`config.mk`:
```
export PLATFORM = sky130hd
export DESIGN_NAME = mnd_frac_div
export DESIGN_NICKNAME = d
export VERILOG_FILES = /design/src/rtl/mnd_pkg.sv /design/src/rtl/mnd_cfg.sv /design/src/rtl/mnd_accum.sv /design/src/rtl/mnd_duty.sv /design/src/rtl/mnd_frac_div.sv
export SDC_FILE = /design/constraint.sdc
export NUM_CORES = 1
export LEC_CHECK = 0
export BUFFER_PORTS_ARGS = -buffer_cell sky130_fd_sc_hd__buf_4
export CORE_MARGIN = 2
export CORE_UTILIZATION = 56
export CTS_BUF_LIST = sky130_fd_sc_hd__clkbuf_2
export DETAILED_ROUTE_END_ITERATION = 7
export PLACE_DENSITY = 0.78
export RECOVER_POWER = 100
export SYNTH_ARGS = -nofsm -noshare
export SYNTH_HDL_FRONTEND = slang
export SYNTH_SLANG_ARGS = --single-unit
```
`constraint.sdc`:
```
create_clock -name clk_i -period 11.4 [get_ports clk_i]
set_clock_uncertainty 0.05 [all_clocks]
set_input_delay 1.71 -clock clk_i [delete_from_list [all_inputs] [get_ports clk_i]]
set_output_delay 1.71 -clock clk_i [all_outputs]
set_load 0.05 [all_outputs]
```
`src/rtl/mnd_pkg.sv`:
```
package mnd_pkg;
  typedef enum logic [1:0] {
    MODE_OFF  = 2'd0,
    MODE_SGL  = 2'd1,
    MODE_DUAL = 2'd2,
    MODE_ALT  = 2'd3
  } mnd_mode_e;

  function automatic logic mode_is_off(input logic [1:0] mode);
    return mode == MODE_OFF;
  endfunction
endpackage

```
`src/rtl/mnd_cfg.sv`:
```
module mnd_cfg #(
  parameter int unsigned CNT_W = 8
) (
  input  logic             clk_i,
  input  logic             rst_ni,
  input  logic             upd_i,
  input  logic [1:0]       mode_i,
  input  logic [CNT_W-1:0] m_raw_i,
  input  logic [CNT_W-1:0] n_raw_i,
  input  logic [CNT_W-1:0] d_raw_i,
  output logic [CNT_W-1:0] m_o,
  output logic [CNT_W-1:0] n_o,
  output logic [CNT_W-1:0] d_o,
  output logic             byp_o,
  output logic             byp_d_o
);
  import mnd_pkg::*;

  logic [CNT_W-1:0] n_dec, d_dec;

  always_comb begin
    n_dec   = (~n_raw_i) + m_raw_i;  // wraps at CNT_W
    d_dec   = ~d_raw_i;
    byp_d_o = mode_is_off(mode_i) || (n_dec == '0) || (m_raw_i >= n_dec);
  end

  always_ff @(posedge clk_i or negedge rst_ni) begin
    if (!rst_ni) begin
      m_o   <= '0;
      n_o   <= '0;
      d_o   <= '0;
      byp_o <= 1'b1;
    end else if (upd_i) begin
      m_o   <= m_raw_i;
      n_o   <= n_dec;
      d_o   <= d_dec;
      byp_o <= byp_d_o;
    end
  end
endmodule

```
`src/rtl/mnd_accum.sv`:
```
module mnd_accum #(
  parameter int unsigned CNT_W = 8
) (
  input  logic             clk_i,
  input  logic             rst_ni,
  input  logic             upd_i,
  input  logic             byp_d_i,
  input  logic             byp_q_i,
  input  logic [CNT_W-1:0] m_i,
  input  logic [CNT_W-1:0] n_i,
  output logic [CNT_W-1:0] acc_o,
  output logic [CNT_W-1:0] acc_nxt_o,
  output logic             tick_o
);
  localparam int unsigned SUM_W = CNT_W + 1;

  logic [SUM_W-1:0] sum, diff;
  logic             wrap;

  always_comb begin
    sum       = {1'b0, acc_o} + {1'b0, m_i};
    diff      = sum - {1'b0, n_i};
    wrap      = sum >= {1'b0, n_i};
    acc_nxt_o = wrap ? diff[CNT_W-1:0] : sum[CNT_W-1:0];
  end

  always_ff @(posedge clk_i or negedge rst_ni) begin
    if (!rst_ni) begin
      acc_o  <= '0;
      tick_o <= 1'b0;
    end else if (upd_i) begin
      acc_o  <= '0;
      tick_o <= byp_d_i;
    end else if (byp_q_i) begin
      acc_o  <= '0;
      tick_o <= 1'b1;
    end else begin
      acc_o  <= acc_nxt_o;
      tick_o <= wrap;
    end
  end
endmodule

```
`src/rtl/mnd_duty.sv`:
```
module mnd_duty #(
  parameter int unsigned CNT_W = 8
) (
  input  logic             clk_i,
  input  logic             rst_ni,
  input  logic             upd_i,
  input  logic             byp_q_i,
  input  logic [CNT_W-1:0] acc_nxt_i,
  input  logic [CNT_W-1:0] d_i,
  output logic             div_o
);
  logic hi;

  // phase*2 < D: D equal to N gives half duty
  assign hi = {acc_nxt_i, 1'b0} < {1'b0, d_i};

  always_ff @(posedge clk_i or negedge rst_ni) begin
    if (!rst_ni)                div_o <= 1'b0;
    else if (upd_i || byp_q_i)  div_o <= 1'b0;
    else                        div_o <= hi;
  end
endmodule

```
`src/rtl/mnd_frac_div.sv`:
```
module mnd_frac_div #(
  parameter int unsigned CNT_W = 8
) (
  input  logic             clk_i,
  input  logic             rst_ni,
  input  logic             upd_i,
  input  logic [1:0]       mode_i,
  input  logic [CNT_W-1:0] m_raw_i,
  input  logic [CNT_W-1:0] n_raw_i,
  input  logic [CNT_W-1:0] d_raw_i,
  output logic             clk_o,
  output logic             tick_o
);
  logic [CNT_W-1:0] m_q, n_q, d_q, acc_q, acc_nxt;
  logic             byp_q, byp_d, div_q;

  mnd_cfg #(.CNT_W(CNT_W)) i_cfg (
    .clk_i   (clk_i),
    .rst_ni  (rst_ni),
    .upd_i   (upd_i),
    .mode_i  (mode_i),
    .m_raw_i (m_raw_i),
    .n_raw_i (n_raw_i),
    .d_raw_i (d_raw_i),
    .m_o     (m_q),
    .n_o     (n_q),
    .d_o     (d_q),
    .byp_o   (byp_q),
    .byp_d_o (byp_d)
  );

  mnd_accum #(.CNT_W(CNT_W)) i_accum (
    .clk_i     (clk_i),
    .rst_ni    (rst_ni),
    .upd_i     (upd_i),
    .byp_d_i   (byp_d),
    .byp_q_i   (byp_q),
    .m_i       (m_q),
    .n_i       (n_q),
    .acc_o     (acc_q),
    .acc_nxt_o (acc_nxt),
    .tick_o    (tick_o)
  );

  mnd_duty #(.CNT_W(CNT_W)) i_duty (
    .clk_i     (clk_i),
    .rst_ni    (rst_ni),
    .upd_i     (upd_i),
    .byp_q_i   (byp_q),
    .acc_nxt_i (acc_nxt),
    .d_i       (d_q),
    .div_o     (div_q)
  );

  assign clk_o = byp_q ? clk_i : div_q;
endmodule

```
Yosys cells after proc, flatten, opt, wreduce, memory -nomap -nowiden --
Index checks and enable logic that the tools add are counted.
Word-level totals: register bits after elaboration 35, input bits 29, output and inout bits 2, logic and storage cells 27
Operators by class: $add $sub $neg 3, magnitude comparators 3, multiplexer cells 7, bitwise operators 2, reduce and logical (&&, ||, !) cells 5
Operators by type and width (number):
- two-way mux 8 bit | 3
- NOT 8 bit | 2
- adder 8 x 8 -> 9 bit | 1
- greater-or-equal comparator 9 x 8 -> 1 bit | 1
- < comparator 9 x 8 -> 1 bit | 1
- adder 8 bit | 1
- greater-or-equal comparator 8 bit | 1
- logical NOT 8 bit | 1
- subtractor 8 bit | 1
- two-way mux 1 bit | 4
- logical OR 1 bit | 3
- logical NOT 2 bit | 1

Depth between registers and ports, before layout --
depth after elaboration 6, mapped depth 22

By module --
Synthesis repeated with hierarchy kept, for this count alone.
Unflattened totals: cell total of the unflattened synthesis 306, area, all modules 3006.6 µm²
Modules (own cells, without submodules):
- mnd_cfg | times used 1, cells an instance 152, area each 1619.1 µm², seq. area each 626.9 µm²
- mnd_accum | times used 1, cells an instance 128, area each 1157.4 µm², seq. area each 225.2 µm²
- mnd_duty | times used 1, cells an instance 25, area each 215.2 µm², seq. area each 25.0 µm²
- mnd_frac_div | times used 1, cells an instance 1, area each 15.0 µm², seq. area each 0.0 µm²

==> impl.org <==
** Pwr
- Worst ir drop on vdd :: 0.000231 V
- Post-layout total power :: 0.797 mW
- Total power density per cell area :: 267 nW/um^2
- Static leakage :: 1.49 nW

** STA
- After routing, the total negative slack on setup checks comes to 0 ns.
- At the pin with the least slew margin, the transition time is 1.84 ns.
- Setup violations remaining at the end of the flow were counted as 0.
- Final hold analysis gives a worst-case slack of approximately 0.48 ns.
- Setup repair after global routing missed its margin :: false
- The number of failing hold endpoints at the final stage was 0.
- Count of final max-slew check failures :: 36
- In this run the tightest slew margin relative to its limit is -22.4%.

** GRT
- The number of global-route vias before repair was about 2,200.
- First-pass GRT wire length :: between 9 and 10 mm
- Largest net degree at the start of global routing :: 36
- After global routing the overflow that remains totals 0.
- The number of antenna violations at the first check in global routing came to 0.
- Tot GR Track Use :: about a quarter

** Synth
- For this run, the number of Yosys warnings is 0.
- The netlist uses 46 different library cells.
- Summing every instance area after synthesis gives 2700 sq um.
- Of the synthesized area, sequential elements account for 32.5%.
- Synthesis inferred 35 register bits.
- The synthesized netlist devotes about 18% of its cell area to compound gates.
- Of the post-synthesis cell area, the part taken by muxes is 7.09%.
- After Yosys synthesis, full adders, half adders and majority gates account for 19.8% of the synthesized area.
- In this run, synthesis inferred 0 flip-flops with an integrated enable.
- Syn_nets :: 360
- Dominant combinational cell family by area after synthesis :: adder cells
- Async set-or-reset flop fraction in the synthesized netlist :: between 90% and 100%
- Gate count of the mapped netlist :: 290
- Of the total synthesized cell area, the portion taken by XOR and XNOR cells is 5.51%.
- A synthesized cell averages a little over 9 sq um.
- Post-synthesis simple-gate area fraction :: between 10% and 20%
- Flip-flop cell with the highest count after synthesis :: dfrtp_1

** Detailed routing
- The count of nets left with antenna violations once routing finished came out at 0.
- In the final routed layout, each cell accounts on average for 15.2 um.
- After detailed routing, the number of vias per cell comes to 5.77.
- Vias :: ~2,200
- Drc violations :: 0
- The detailed router finished its first iteration with about 120 violations.
- DR pass1 iterations :: 6
- The routed design has 5.78 mm of wire.

** CTS
- The clock reaches the later pin of the worst-skew pair after 0.47 ns.
- Post-CTS Setup Inserts :: 0
- TritonCTS clock tree :: done
- CTS clock-pin slew for the worst setup and hold paths :: ~0.19 ns
- # resized after CTS :: 0
- In this run, post-CTS hold repair placed 0 buffers.

** Run status
- Violated checks :: capacitance limit, slew limit
- Run status :: finished with violations

** Min path
- Kind of path behind the tightest hold check :: reg2reg

** Critical path
- Data arrives at the worst endpoint at about 6.4 ns.
- Data on the critical path is required at its endpoint by 9.64 ns.
- STA classifies the critical path endpoint as a primary output.
- Element type at the critical path start :: clock port
- Maximum net fanout on the critical path :: 2
- Worst setup path class :: clk2out

** Cells and area
- Final cell utilization of the core :: 63.8%
- Number of inserted diodes :: 0
- Summing all flip-flop and latch instances after layout gives 877 sq um.
- In the final layout, the share of cells above drive strength 1 is between 15 and 20%.
- Summing all multi-input logic gate instances after layout gives 1650 sq um.
- Relative to the synthesized area, the layout overhead comes to 10.7%.
- In the final design database the tool counted 394 nets.
- Counting the fill cells in the layout gives 398.

** Floorplan
- Measured along the y axis, the die boundary spans between 70 and 80 um.
- The die is around 73 um wide.
- The die covers 5400 sq um.
- Starting utilization of the core area :: a little under three fifths
- Top-level port count :: 31
- Cell row count :: 25
- Core outline area :: 4690 sq um

** Placement
- Count of port buffers added during placement :: 30
- Detailed placement finished with a half-perimeter wire length of about 4.7 mm.
- Final weighted congestion in routability-driven placement :: about 0.84

** Flow run
- Maximum Capacitance Violations :: 1
## cell type report
cell class                      instances  area share [%]
Clock buffer                           10            1.63
Inverter                               35            4.39
Timing Repair Buffer                   29            6.78
Sequential cell                        35            29.3
Tap cell                               54            2.26
Multi-Input combinational cell        214            55.2
Clock inverter                          2           0.418
## cell usage in the layout, fill, tap and decap left out, types with 2 or more instances in the layout
cell,count
mux2_1,2
clkbuf_1,5
a21o_1,3
nor3_1,2
o22ai_1,3
or3_1,2
nand2_1,12
dfrtp_1,34
o21a_1,3
a211oi_1,7
or2_2,2
nor3b_1,2
and2_1,2
a31oi_1,2
o21ai_0,19
a2111oi_0,3
xnor2_1,8
o21bai_1,3
xor2_1,9
o31ai_1,2
nor2_1,23
inv_1,34
ha_1,38
mux2i_1,6
buf_4,24
nand4_1,2
nand2b_1,6
o211ai_1,2
mux2_2,9
a21oi_1,23
fa_1,3
nor4_1,2
clkbuf_2,9
nand3_1,2
nor2b_1,3
## cell families (layout without fill, tap and decap cells)
family	Yosys count	count (layout)
compound gates	77	77
xor+xnor	17	17
fa+ha+maj	41	41
buf+inv	41	76
flops	35	35
mux	17	17
simple gates	62	62
## metrics by stage
stage	setup WS (ns)	instances	instance area, sq um
6_report	3.22	379	2990
3_3_place_gp	3.51	368	2960
3_5_place_dp	3.51	368	2960
2_1_floorplan	3.57	290	2700
5_1_grt	3.18	379	2990
4_1_cts	3.31	379	3020
## registers in the layout (all words and copies together) (netlist names)
| register | flops |
|---|---|
| i_accum.acc_o | 8 |
| i_accum.tick_o | 1 |
| i_cfg.byp_o | 1 |
| i_cfg.d_o | 8 |
| i_cfg.n_o | 8 |
| i_duty.div_o | 1 |
| i_cfg.m_o | 8 |
## final timing paths
path	from	end	slack [ns]	cells after the start
min reg2reg	i_cfg.d_o[0]	i_cfg.d_o[0]	0.48	2
min	i_cfg.d_o[0]	i_cfg.d_o[0]	0.48	2
max	clk_i	clk_o	3.22	4
min in group asynchronous	rst_ni	i_cfg.d_o[1]	1.65	1
max in group asynchronous	rst_ni	i_cfg.n_o[4]	8.60	1
max reg2reg	i_cfg.m_o[1]	i_duty.div_o	6.45	19
## Yosys cell counts (7+ instances only)
master    instances  area [sq um]
a211oi_1          7          52.6
a21oi_1          23           115
dfrtp_1          34           851
ha_1             38           475
inv_1            34           128
o21ai_0          19          95.1
nor2_1           23          86.3
xnor2_1           8          70.1
mux2_2            9           101
xor2_1            9          78.8
nand2_1          12          45.0
## where the power goes
group	switching, mW	internal [mW]
combinational	0.319	0.228
sequential	0.0115	0.150
clock	0.0612	0.0266
total	0.392	0.405
## metal layers
layer	up-vias	wire [um]	global-route usage (%)	share of wire [%]
met4	0	163	9.90	2.8
met1	1034	2600	30.9	45
li1	1093	-	-	-
met2	45	2820	38.6	49
met5	-	0	0	0
met3	16	190	4.80	3.3
## critical path: stages
cell	delay, ns
clkbuf_2	0.08
clkbuf_2	0.09
mux2_2	0.25
clkbuf_1	0.29
Power figures use the tool's default switching activity.
